## src/rtl/pause_pkg.sv

```systemverilog
package pause_pkg;
    // destination class of the current frame
    typedef enum logic [1:0] {
        DA_OTHER = 2'd0,
        DA_GROUP = 2'd1,
        DA_OWN   = 2'd2
    } da_class_e;

    localparam logic [47:0] FC_GROUP_ADDR = 48'h0180_C200_0001;
    localparam logic [15:0] MAC_CTRL_TYPE = 16'h8808;
    localparam logic [15:0] PAUSE_OPCODE  = 16'h0001;
endpackage

```

## src/rtl/pause_rx_parser.sv

```systemverilog
module pause_rx_parser
    import pause_pkg::*;
#(
    parameter int ADDR_W = 48,
    parameter int TIME_W = 16
) (
    input  logic              clk,
    input  logic              rst_n,
    input  logic [ADDR_W-1:0] station_addr,
    input  logic              byte_vld_i,
    input  logic [7:0]        byte_i,
    input  logic              eof_i,
    output logic              is_pause_o,
    output da_class_e         da_class_o,
    output logic [TIME_W-1:0] tval_o
);
    localparam int ADDR_BYTES = ADDR_W / 8;
    localparam int TYPE_OFS   = 2 * ADDR_BYTES;
    localparam int OP_OFS     = TYPE_OFS + 2;
    localparam int TIME_OFS   = OP_OFS + 2;
    localparam int HDR_BYTES  = TIME_OFS + TIME_W / 8;
    localparam int CNT_W      = $clog2(HDR_BYTES + 1);

    typedef struct packed {
        logic [CNT_W-1:0]  idx;
        logic              grp;
        logic              own;
        logic              typ;
        logic              op;
        logic [TIME_W-1:0] tval;
    } prs_t;

    prs_t st_d, st_q;
    logic [7:0] grp_b, own_b, typ_b, op_b;

    // expected byte for the current header position
    always_comb begin
        grp_b = '0;
        own_b = '0;
        for (int k = 0; k < ADDR_BYTES; k++) begin
            if (st_q.idx == CNT_W'(k)) begin
                grp_b = FC_GROUP_ADDR[8*(ADDR_BYTES-1-k) +: 8];
                own_b = station_addr[8*(ADDR_BYTES-1-k) +: 8];
            end
        end
        typ_b = (st_q.idx == CNT_W'(TYPE_OFS)) ? MAC_CTRL_TYPE[15:8] : MAC_CTRL_TYPE[7:0];
        op_b  = (st_q.idx == CNT_W'(OP_OFS))   ? PAUSE_OPCODE[15:8]  : PAUSE_OPCODE[7:0];
    end

    always_comb begin
        st_d = st_q;
        if (eof_i) begin
            st_d.idx = '0;
        end else if (byte_vld_i) begin
            if (st_q.idx < CNT_W'(HDR_BYTES)) begin
                st_d.idx = st_q.idx + CNT_W'(1);
            end
            if (st_q.idx < CNT_W'(ADDR_BYTES)) begin
                st_d.grp = ((st_q.idx == '0) || st_q.grp) && (byte_i == grp_b);
                st_d.own = ((st_q.idx == '0) || st_q.own) && (byte_i == own_b);
            end
            if (st_q.idx == CNT_W'(TYPE_OFS)) begin
                st_d.typ = (byte_i == typ_b);
            end else if (st_q.idx == CNT_W'(TYPE_OFS + 1)) begin
                st_d.typ = st_q.typ && (byte_i == typ_b);
            end
            if (st_q.idx == CNT_W'(OP_OFS)) begin
                st_d.op = (byte_i == op_b);
            end else if (st_q.idx == CNT_W'(OP_OFS + 1)) begin
                st_d.op = st_q.op && (byte_i == op_b);
            end
            if ((st_q.idx >= CNT_W'(TIME_OFS)) && (st_q.idx < CNT_W'(HDR_BYTES))) begin
                st_d.tval = {st_q.tval[TIME_W-9:0], byte_i};
            end
        end
    end

    always_ff @(posedge clk) begin
        if (!rst_n) begin
            st_q <= '0;
        end else begin
            st_q <= st_d;
        end
    end

    always_comb begin
        if (st_q.own) begin
            da_class_o = DA_OWN;
        end else if (st_q.grp) begin
            da_class_o = DA_GROUP;
        end else begin
            da_class_o = DA_OTHER;
        end
        is_pause_o = eof_i && (st_q.idx == CNT_W'(HDR_BYTES)) && (st_q.grp || st_q.own)
                     && st_q.typ && st_q.op;
        tval_o     = st_q.tval;
    end

    AST_EOF_RESTARTS: assert property (@(posedge clk) disable iff (!rst_n)
        eof_i |=> (st_q.idx == '0)) else $error("parser index not restarted");
endmodule

```

## src/rtl/pause_fwd_ctrl.sv

```systemverilog
module pause_fwd_ctrl
    import pause_pkg::*;
(
    input  logic      clk,
    input  logic      rst_n,
    input  logic      eof_i,
    input  logic      good_i,
    input  logic      is_pause_i,
    input  da_class_e da_class_i,
    input  logic      room_i,
    input  logic      reject_i,
    output logic      load_o,
    output logic      fwd_vld_o,
    output logic      fwd_o,
    output logic      pulse_o
);
    typedef struct packed {
        logic fwd_vld;
        logic fwd;
        logic pulse;
    } fwd_t;

    fwd_t st_d, st_q;
    logic accept;
    logic group_veto;

    always_comb begin
        accept     = eof_i && good_i && is_pause_i;
        group_veto = is_pause_i && (da_class_i != DA_OWN) && reject_i;
        st_d.fwd_vld = eof_i;
        st_d.fwd     = eof_i && good_i && room_i && !group_veto;
        st_d.pulse   = accept;
        load_o       = accept;
    end

    always_ff @(posedge clk) begin
        if (!rst_n) begin
            st_q <= '0;
        end else begin
            st_q <= st_d;
        end
    end

    assign fwd_vld_o = st_q.fwd_vld;
    assign fwd_o     = st_q.fwd;
    assign pulse_o   = st_q.pulse;

    AST_GROUP_REJECT: assert property (@(posedge clk) disable iff (!rst_n)
        (eof_i && is_pause_i && da_class_i == DA_GROUP && reject_i) |=> !fwd_o)
        else $error("rejected group pause forwarded");
    AST_NO_ROOM: assert property (@(posedge clk) disable iff (!rst_n)
        (eof_i && !room_i) |=> !fwd_o) else $error("forward without room");
    AST_PULSE_GOOD: assert property (@(posedge clk) disable iff (!rst_n)
        (eof_i && !good_i) |=> !pulse_o) else $error("pulse on bad frame");
endmodule

```

## src/rtl/pause_slot_timer.sv

```systemverilog
module pause_slot_timer #(
    parameter int TIME_W = 16
) (
    input  logic              clk,
    input  logic              rst_n,
    input  logic              load_i,
    input  logic [TIME_W-1:0] tval_i,
    input  logic              tick_i,
    output logic              active_o
);
    typedef struct packed {
        logic [TIME_W-1:0] cnt;
    } tmr_t;

    tmr_t st_d, st_q;

    always_comb begin
        st_d = st_q;
        if (load_i) begin
            st_d.cnt = tval_i;
        end else if (tick_i && (st_q.cnt != '0)) begin
            st_d.cnt = st_q.cnt - TIME_W'(1);
        end
    end

    always_ff @(posedge clk) begin
        if (!rst_n) begin
            st_q <= '0;
        end else begin
            st_q <= st_d;
        end
    end

    assign active_o = (st_q.cnt != '0);

    AST_LOAD_TAKES: assert property (@(posedge clk) disable iff (!rst_n)
        load_i |=> (st_q.cnt == $past(tval_i))) else $error("load lost");
    AST_TICK_STEP: assert property (@(posedge clk) disable iff (!rst_n)
        (!load_i && tick_i && st_q.cnt != '0) |=> (st_q.cnt == $past(st_q.cnt) - TIME_W'(1)))
        else $error("tick step wrong");
    AST_ZERO_STAYS: assert property (@(posedge clk) disable iff (!rst_n)
        (!load_i && st_q.cnt == '0) |=> (st_q.cnt == '0)) else $error("count left zero");
    AST_IDLE_HOLDS: assert property (@(posedge clk) disable iff (!rst_n)
        (!load_i && !tick_i) |=> $stable(st_q.cnt)) else $error("count moved idle");
endmodule

```

## src/rtl/pause_tx_gate.sv

```systemverilog
module pause_tx_gate (
    input  logic active_i,
    input  logic start_req_i,
    input  logic req_is_fc_i,
    input  logic busy_i,
    output logic inhibit_o,
    output logic start_ok_o,
    output logic paused_o
);
    always_comb begin
        inhibit_o  = active_i;
        start_ok_o = start_req_i && (!active_i || req_is_fc_i);
        paused_o   = active_i && !busy_i;
    end
endmodule

```

## src/rtl/pause_inhibit_top.sv

```systemverilog
module pause_inhibit_top
    import pause_pkg::*;
#(
    parameter int ADDR_W = 48,
    parameter int TIME_W = 16
) (
    input  logic              clk,
    input  logic              rst_n,
    input  logic [ADDR_W-1:0] station_addr,
    input  logic              cfg_reject_fc,
    input  logic              fifo_room,
    input  logic              rx_byte_vld,
    input  logic [7:0]        rx_byte,
    input  logic              rx_eof,
    input  logic              rx_good,
    input  logic              slot_tick,
    input  logic              tx_start_req,
    input  logic              tx_req_is_fc,
    input  logic              tx_busy,
    output logic              tx_start_ok,
    output logic              tx_inhibit,
    output logic              paused,
    output logic              rx_fwd_vld,
    output logic              rx_fwd,
    output logic              pause_rcvd
);
    logic              is_pause;
    da_class_e         da_class;
    logic [TIME_W-1:0] tval;
    logic              load;
    logic              active;

    pause_rx_parser #(.ADDR_W(ADDR_W), .TIME_W(TIME_W)) u_parser (
        .clk(clk), .rst_n(rst_n), .station_addr(station_addr),
        .byte_vld_i(rx_byte_vld), .byte_i(rx_byte), .eof_i(rx_eof),
        .is_pause_o(is_pause), .da_class_o(da_class), .tval_o(tval)
    );

    pause_fwd_ctrl u_fwd (
        .clk(clk), .rst_n(rst_n), .eof_i(rx_eof), .good_i(rx_good),
        .is_pause_i(is_pause), .da_class_i(da_class), .room_i(fifo_room),
        .reject_i(cfg_reject_fc), .load_o(load), .fwd_vld_o(rx_fwd_vld),
        .fwd_o(rx_fwd), .pulse_o(pause_rcvd)
    );

    pause_slot_timer #(.TIME_W(TIME_W)) u_timer (
        .clk(clk), .rst_n(rst_n), .load_i(load), .tval_i(tval),
        .tick_i(slot_tick), .active_o(active)
    );

    pause_tx_gate u_gate (
        .active_i(active), .start_req_i(tx_start_req), .req_is_fc_i(tx_req_is_fc),
        .busy_i(tx_busy), .inhibit_o(tx_inhibit), .start_ok_o(tx_start_ok),
        .paused_o(paused)
    );

    AST_NO_PLAIN_START: assert property (@(posedge clk) disable iff (!rst_n)
        (tx_start_ok && !tx_req_is_fc) |-> !active) else $error("start while paused");
    AST_PULSE_AFTER_EOF: assert property (@(posedge clk) disable iff (!rst_n)
        pause_rcvd |-> rx_fwd_vld) else $error("pulse without frame end");
endmodule

```

## config.mk

```make
export PLATFORM = sky130hd
export DESIGN_NAME = pause_inhibit_top
export DESIGN_NICKNAME = d
export VERILOG_FILES = /design/src/rtl/pause_pkg.sv /design/src/rtl/pause_rx_parser.sv /design/src/rtl/pause_fwd_ctrl.sv /design/src/rtl/pause_slot_timer.sv /design/src/rtl/pause_tx_gate.sv /design/src/rtl/pause_inhibit_top.sv
export SDC_FILE = /design/constraint.sdc
export NUM_CORES = 1
export LEC_CHECK = 0
export BUFFER_PORTS_ARGS = -buffer_cell sky130_fd_sc_hd__buf_2
export CAP_MARGIN = 20
export CORE_ASPECT_RATIO = 0.7
export CORE_MARGIN = 4
export CORE_UTILIZATION = 57
export DETAILED_ROUTE_END_ITERATION = 10
export GPL_TIMING_DRIVEN = 0
export PLACE_DENSITY = 0.91
export SLEW_MARGIN = 5
export SYNTH_ARGS = -nofsm -noshare
export SYNTH_HDL_FRONTEND = slang
export SYNTH_SLANG_ARGS = --single-unit
```

## constraint.sdc

```tcl
create_clock -name clk -period 6.39 [get_ports clk]
set_clock_uncertainty 0.15 [all_clocks]
set_input_delay 0.639 -clock clk [delete_from_list [all_inputs] [get_ports clk]]
set_output_delay 0.639 -clock clk [all_outputs]
set_load 0.02 [all_outputs]
```

==> results.md <==
- Vias in the first global route: 2903
- First-pass DRT Iterations: 5
- Syn nets: 424
- Rows: 20
- Place WS: 3590 ps
- 1st-iter DRT viols: 320
- CP Data Required Time: 5600 ps
- Final-report hold violation count: 0
- Vias per inst: 6.25
- Gp weighted congestion: 0.912
- Routed len/inst: 16.7 µm
- First-pass GRT wire length: 13300 µm
- Share of cells above drive strength 1: 21.9%
- Initial antenna violation count: 0
- Area growth from synthesis to layout: 19.8%
- Fillers: 352
- Worst-path cell chain: or4_1, nor3b_2, nand2_1, nor2_2, and2_1, o21a_1, buf_2
- Fin crit share: 48.8%
- Worst hold margin: 309 ps
- Worst slew pin tran: 783 ps
- Ys async rst share: 0%
- NumNets Final: 502
- Grt ovf: 0
- Max-slew violation count: 0
- Yosys cell types: 54
- PnR Total Power: 0.913 mW
- Root Driver: clkbuf_8
- Detail Route Antenna Nets: 0
- Post-route setup TNS: 0 ps
- Clk pwr share: 23.0%
- Core area: 4430 µm²
- Largest delay contributor family on the critical path: simple AND/OR/NAND/NOR gates
- Cells after synthesis: 351
- RSZ-0062 raised after global routing: no
- Combinational share of power: 38.8%
- Chip height: 65.4 µm
- Clk buf depth: 2
- WL final: 8110 µm
- Seq pwr share: 38.2%
- H-tree lvl count: 2
- Met2 WL: 3620 µm
- CTS Sinks: 44
- Detail Placement HPWL: 6280 µm
- Top sig layer: met4
- Sw frac: 37.1%
- Worst r2r src: u_parser.st_q[21]$_SDFFE_PP0P_
- Diode count: 0
- Critical R2R Capture: u_parser.st_q[18]$_SDFFE_PN0P_
- R2R depth: 10
- Starting density of the core: 60.6%
- Met3 wire len: 852 µm
- Worst VDD drop: 0.192 mV
- Fin crit period: 3120 ps
- Setup bufs post-CTS: 0
- FMAX: 321 MHz
- Commonest non-fill, non-tap cell in the layout: buf_2
- Worst hold path endpoint: u_parser.tval_o[13]$_SDFFE_PN0P_
- CTS resizes: 0
- Hold path depth: 2
- Wire length on met1: 3480 µm
- Total die area: 5890 µm²
- WP buf/inv: 1
- Internal Pwr Total: 0.574 mW
- Synthesized area: 2680 µm²
- DR DRC count: 0
- CTS clk-pin slew, worst paths: 80 ps
- Worst setup EP type: output port
- Slew HR: 47.4%
- Setup Viol. Count Final: 0
- Worst min path class: reg2reg
- Clk Latency, worst-skew pair: 290 ps
- Crit-path max FO: 6
- FF+latch count, synth: 44
- I/O Buffers: 71
- GRT Total Usage: 27.7%
- # hold bufs at CTS: 0
- Worst Setup Start Kind: flip-flop
- Most frequent cells in the layout: buf_2 (76), nand2_1 (53), dfxtp_1 (44), a21oi_1 (32), nor2_1 (31)
- Syn. warnings: 0
- Crit path largest cell delay: 650 ps
- IO Count: 73
- WP depth: 7
- Syn avg cell area: 7.64 µm²
- Leakage: 1.27 nW
- Vias: 3032
- Pwr per Cell Area: 284 nW/µm²
- MaxCap Viol Count: 0
- CTS Buf Count: 5
- Synth area leader: dfxtp_1
- Largest net degree at the start of global routing: 14
- Critical-path cell with the highest stage delay: or4_1
- Share of the yosys chip area belonging to registers: 32.8%
- Die X: 90.0 µm
- PnR worst setup slack: 3270 ps
- Critical Path AT: 2330 ps
- Area share of the largest cell type after synthesis: 32.8%
- Number of enable flip-flop cells after synthesis: 0
- CTS tree: yes
- Outcome: completed
- Dominant cells by area after synthesis: dfxtp_1 (33%), nand2_1 (7.4%), a21oi_1 (6.0%), nor2_1 (4.3%), o21ai_0 (4.3%)
- Primary FF master, synth: dfxtp_1
- Flop2flop setup slack: 3510 ps
- Worst Hold Launch: u_parser.tval_o[13]$_SDFFE_PN0P_
- Switching power total: 0.339 mW
- CP Class: reg2out
[sequential cells by signal, indices dropped and copies added, names as in the netlist]
register         cells
u_fwd.fwd_o          1
u_fwd.fwd_vld_o      1
u_fwd.pulse_o        1
u_parser.st_q        9
u_parser.tval_o     16
u_timer.st_q        16
[layer usage]
metal | vias up | track usage (%)
met5 | - | 0
met4 | 0 | 7.25
met3 | 25 | 7.67
met2 | 180 | 45.5
met1 | 1402 | 36.4
li1 | 1425 | -
[how the worst max path moves through the flow]
| stage | startpoint | end | slack (ps) |
|---|---|---|---|
| finish | u_timer.st_q[2]$_SDFFE_PN0P_ | tx_start_ok | 3270 |
| global route | u_timer.st_q[2]$_SDFFE_PN0P_ | tx_start_ok | 3080 |
| CTS | u_timer.st_q[2]$_SDFFE_PN0P_ | tx_start_ok | 3300 |
| detailed placement | u_parser.st_q[21]$_SDFFE_PP0P_ | u_parser.st_q[18]$_SDFFE_PN0P_ | 3590 |
| global placement | u_timer.st_q[2]$_SDFFE_PN0P_ | tx_start_ok | 3650 |
| floorplan | u_timer.st_q[2]$_SDFFE_PN0P_ | tx_start_ok | 3850 |
[tightest hold or removal path, delay by kind of cell, from the launching register on]
| kind | cells | cell delay [ps] |
|---|---|---|
| compound gates | 1 | 50 |
| flops | 1 | 310 |
| simple gates | 1 | 50 |
[area by class of cell]
cell class / instances / area (µm²) / share of cell area (%)
multi-input cells: 276 / 1680 / 52.1
flip-flops and latches: 44 / 881 / 27.4
repair buffers: 71 / 355 / 11.1
clock buffers: 6 / 72.6 / 2.26
plain buffers: 16 / 70.1 / 2.18
well taps: 55 / 68.8 / 2.14
inverters: 15 / 56.3 / 1.75
clock inverters: 2 / 35.0 / 1.09
[synth_stat cells (2+ instances only)]
| library cell | instances |
|---|---|
| nor4_1 | 11 |
| clkbuf_1 | 10 |
| nand4b_1 | 2 |
| o21a_1 | 2 |
| nor2_1 | 31 |
| o32ai_1 | 2 |
| xnor2_1 | 12 |
| o31ai_1 | 4 |
| a221oi_1 | 5 |
| ha_1 | 6 |
| and2_1 | 2 |
| xor2_1 | 12 |
| mux2i_1 | 3 |
| dfxtp_1 | 44 |
| nor3_1 | 15 |
| a211oi_1 | 2 |
| a221o_1 | 2 |
| buf_2 | 5 |
| nor3b_1 | 2 |
| nor3_2 | 2 |
| o21ai_0 | 23 |
| a21oi_1 | 32 |
| nand2b_1 | 4 |
| or4_1 | 2 |
| nand4_1 | 5 |
| nand3_1 | 7 |
| inv_1 | 15 |
| or3_1 | 2 |
| nand2_1 | 53 |
| a22oi_1 | 2 |
| o22ai_1 | 9 |
[cells by family (layout without fill, tap and decap cells)]
logic type	after synthesis	in the layout	synth area share [%]
compound gates	93	93	22.3
flops	44	44	32.8
simple gates	150	150	28.4
xor+xnor	24	24	7.84
fa+ha+maj	6	6	2.80
buf+inv	31	110	4.71
mux	3	3	1.12
[power groups by stage]
stage / logic [mW] / registers [mW] / clock network, mW
detailed placement: 0.338 / 0.353 / 0
global placement: 0.326 / 0.351 / 0
floorplan: 0.253 / 0.345 / 0
finish: 0.354 / 0.348 / 0.210
global route: 0.392 / 0.354 / 0.224
CTS: 0.349 / 0.347 / 0.211
[per-stage QoR]
step           util [%]  area [µm²]  std cells
6_report           72.6        3210        485
5_1_grt            72.6        3210        485
4_1_cts            72.6        3210        485
3_5_place_dp       70.1        3110        477
3_3_place_gp       70.1        3110        477
2_1_floorplan         -        2680        351
Note: power is estimated with default switching activity, not from simulation.
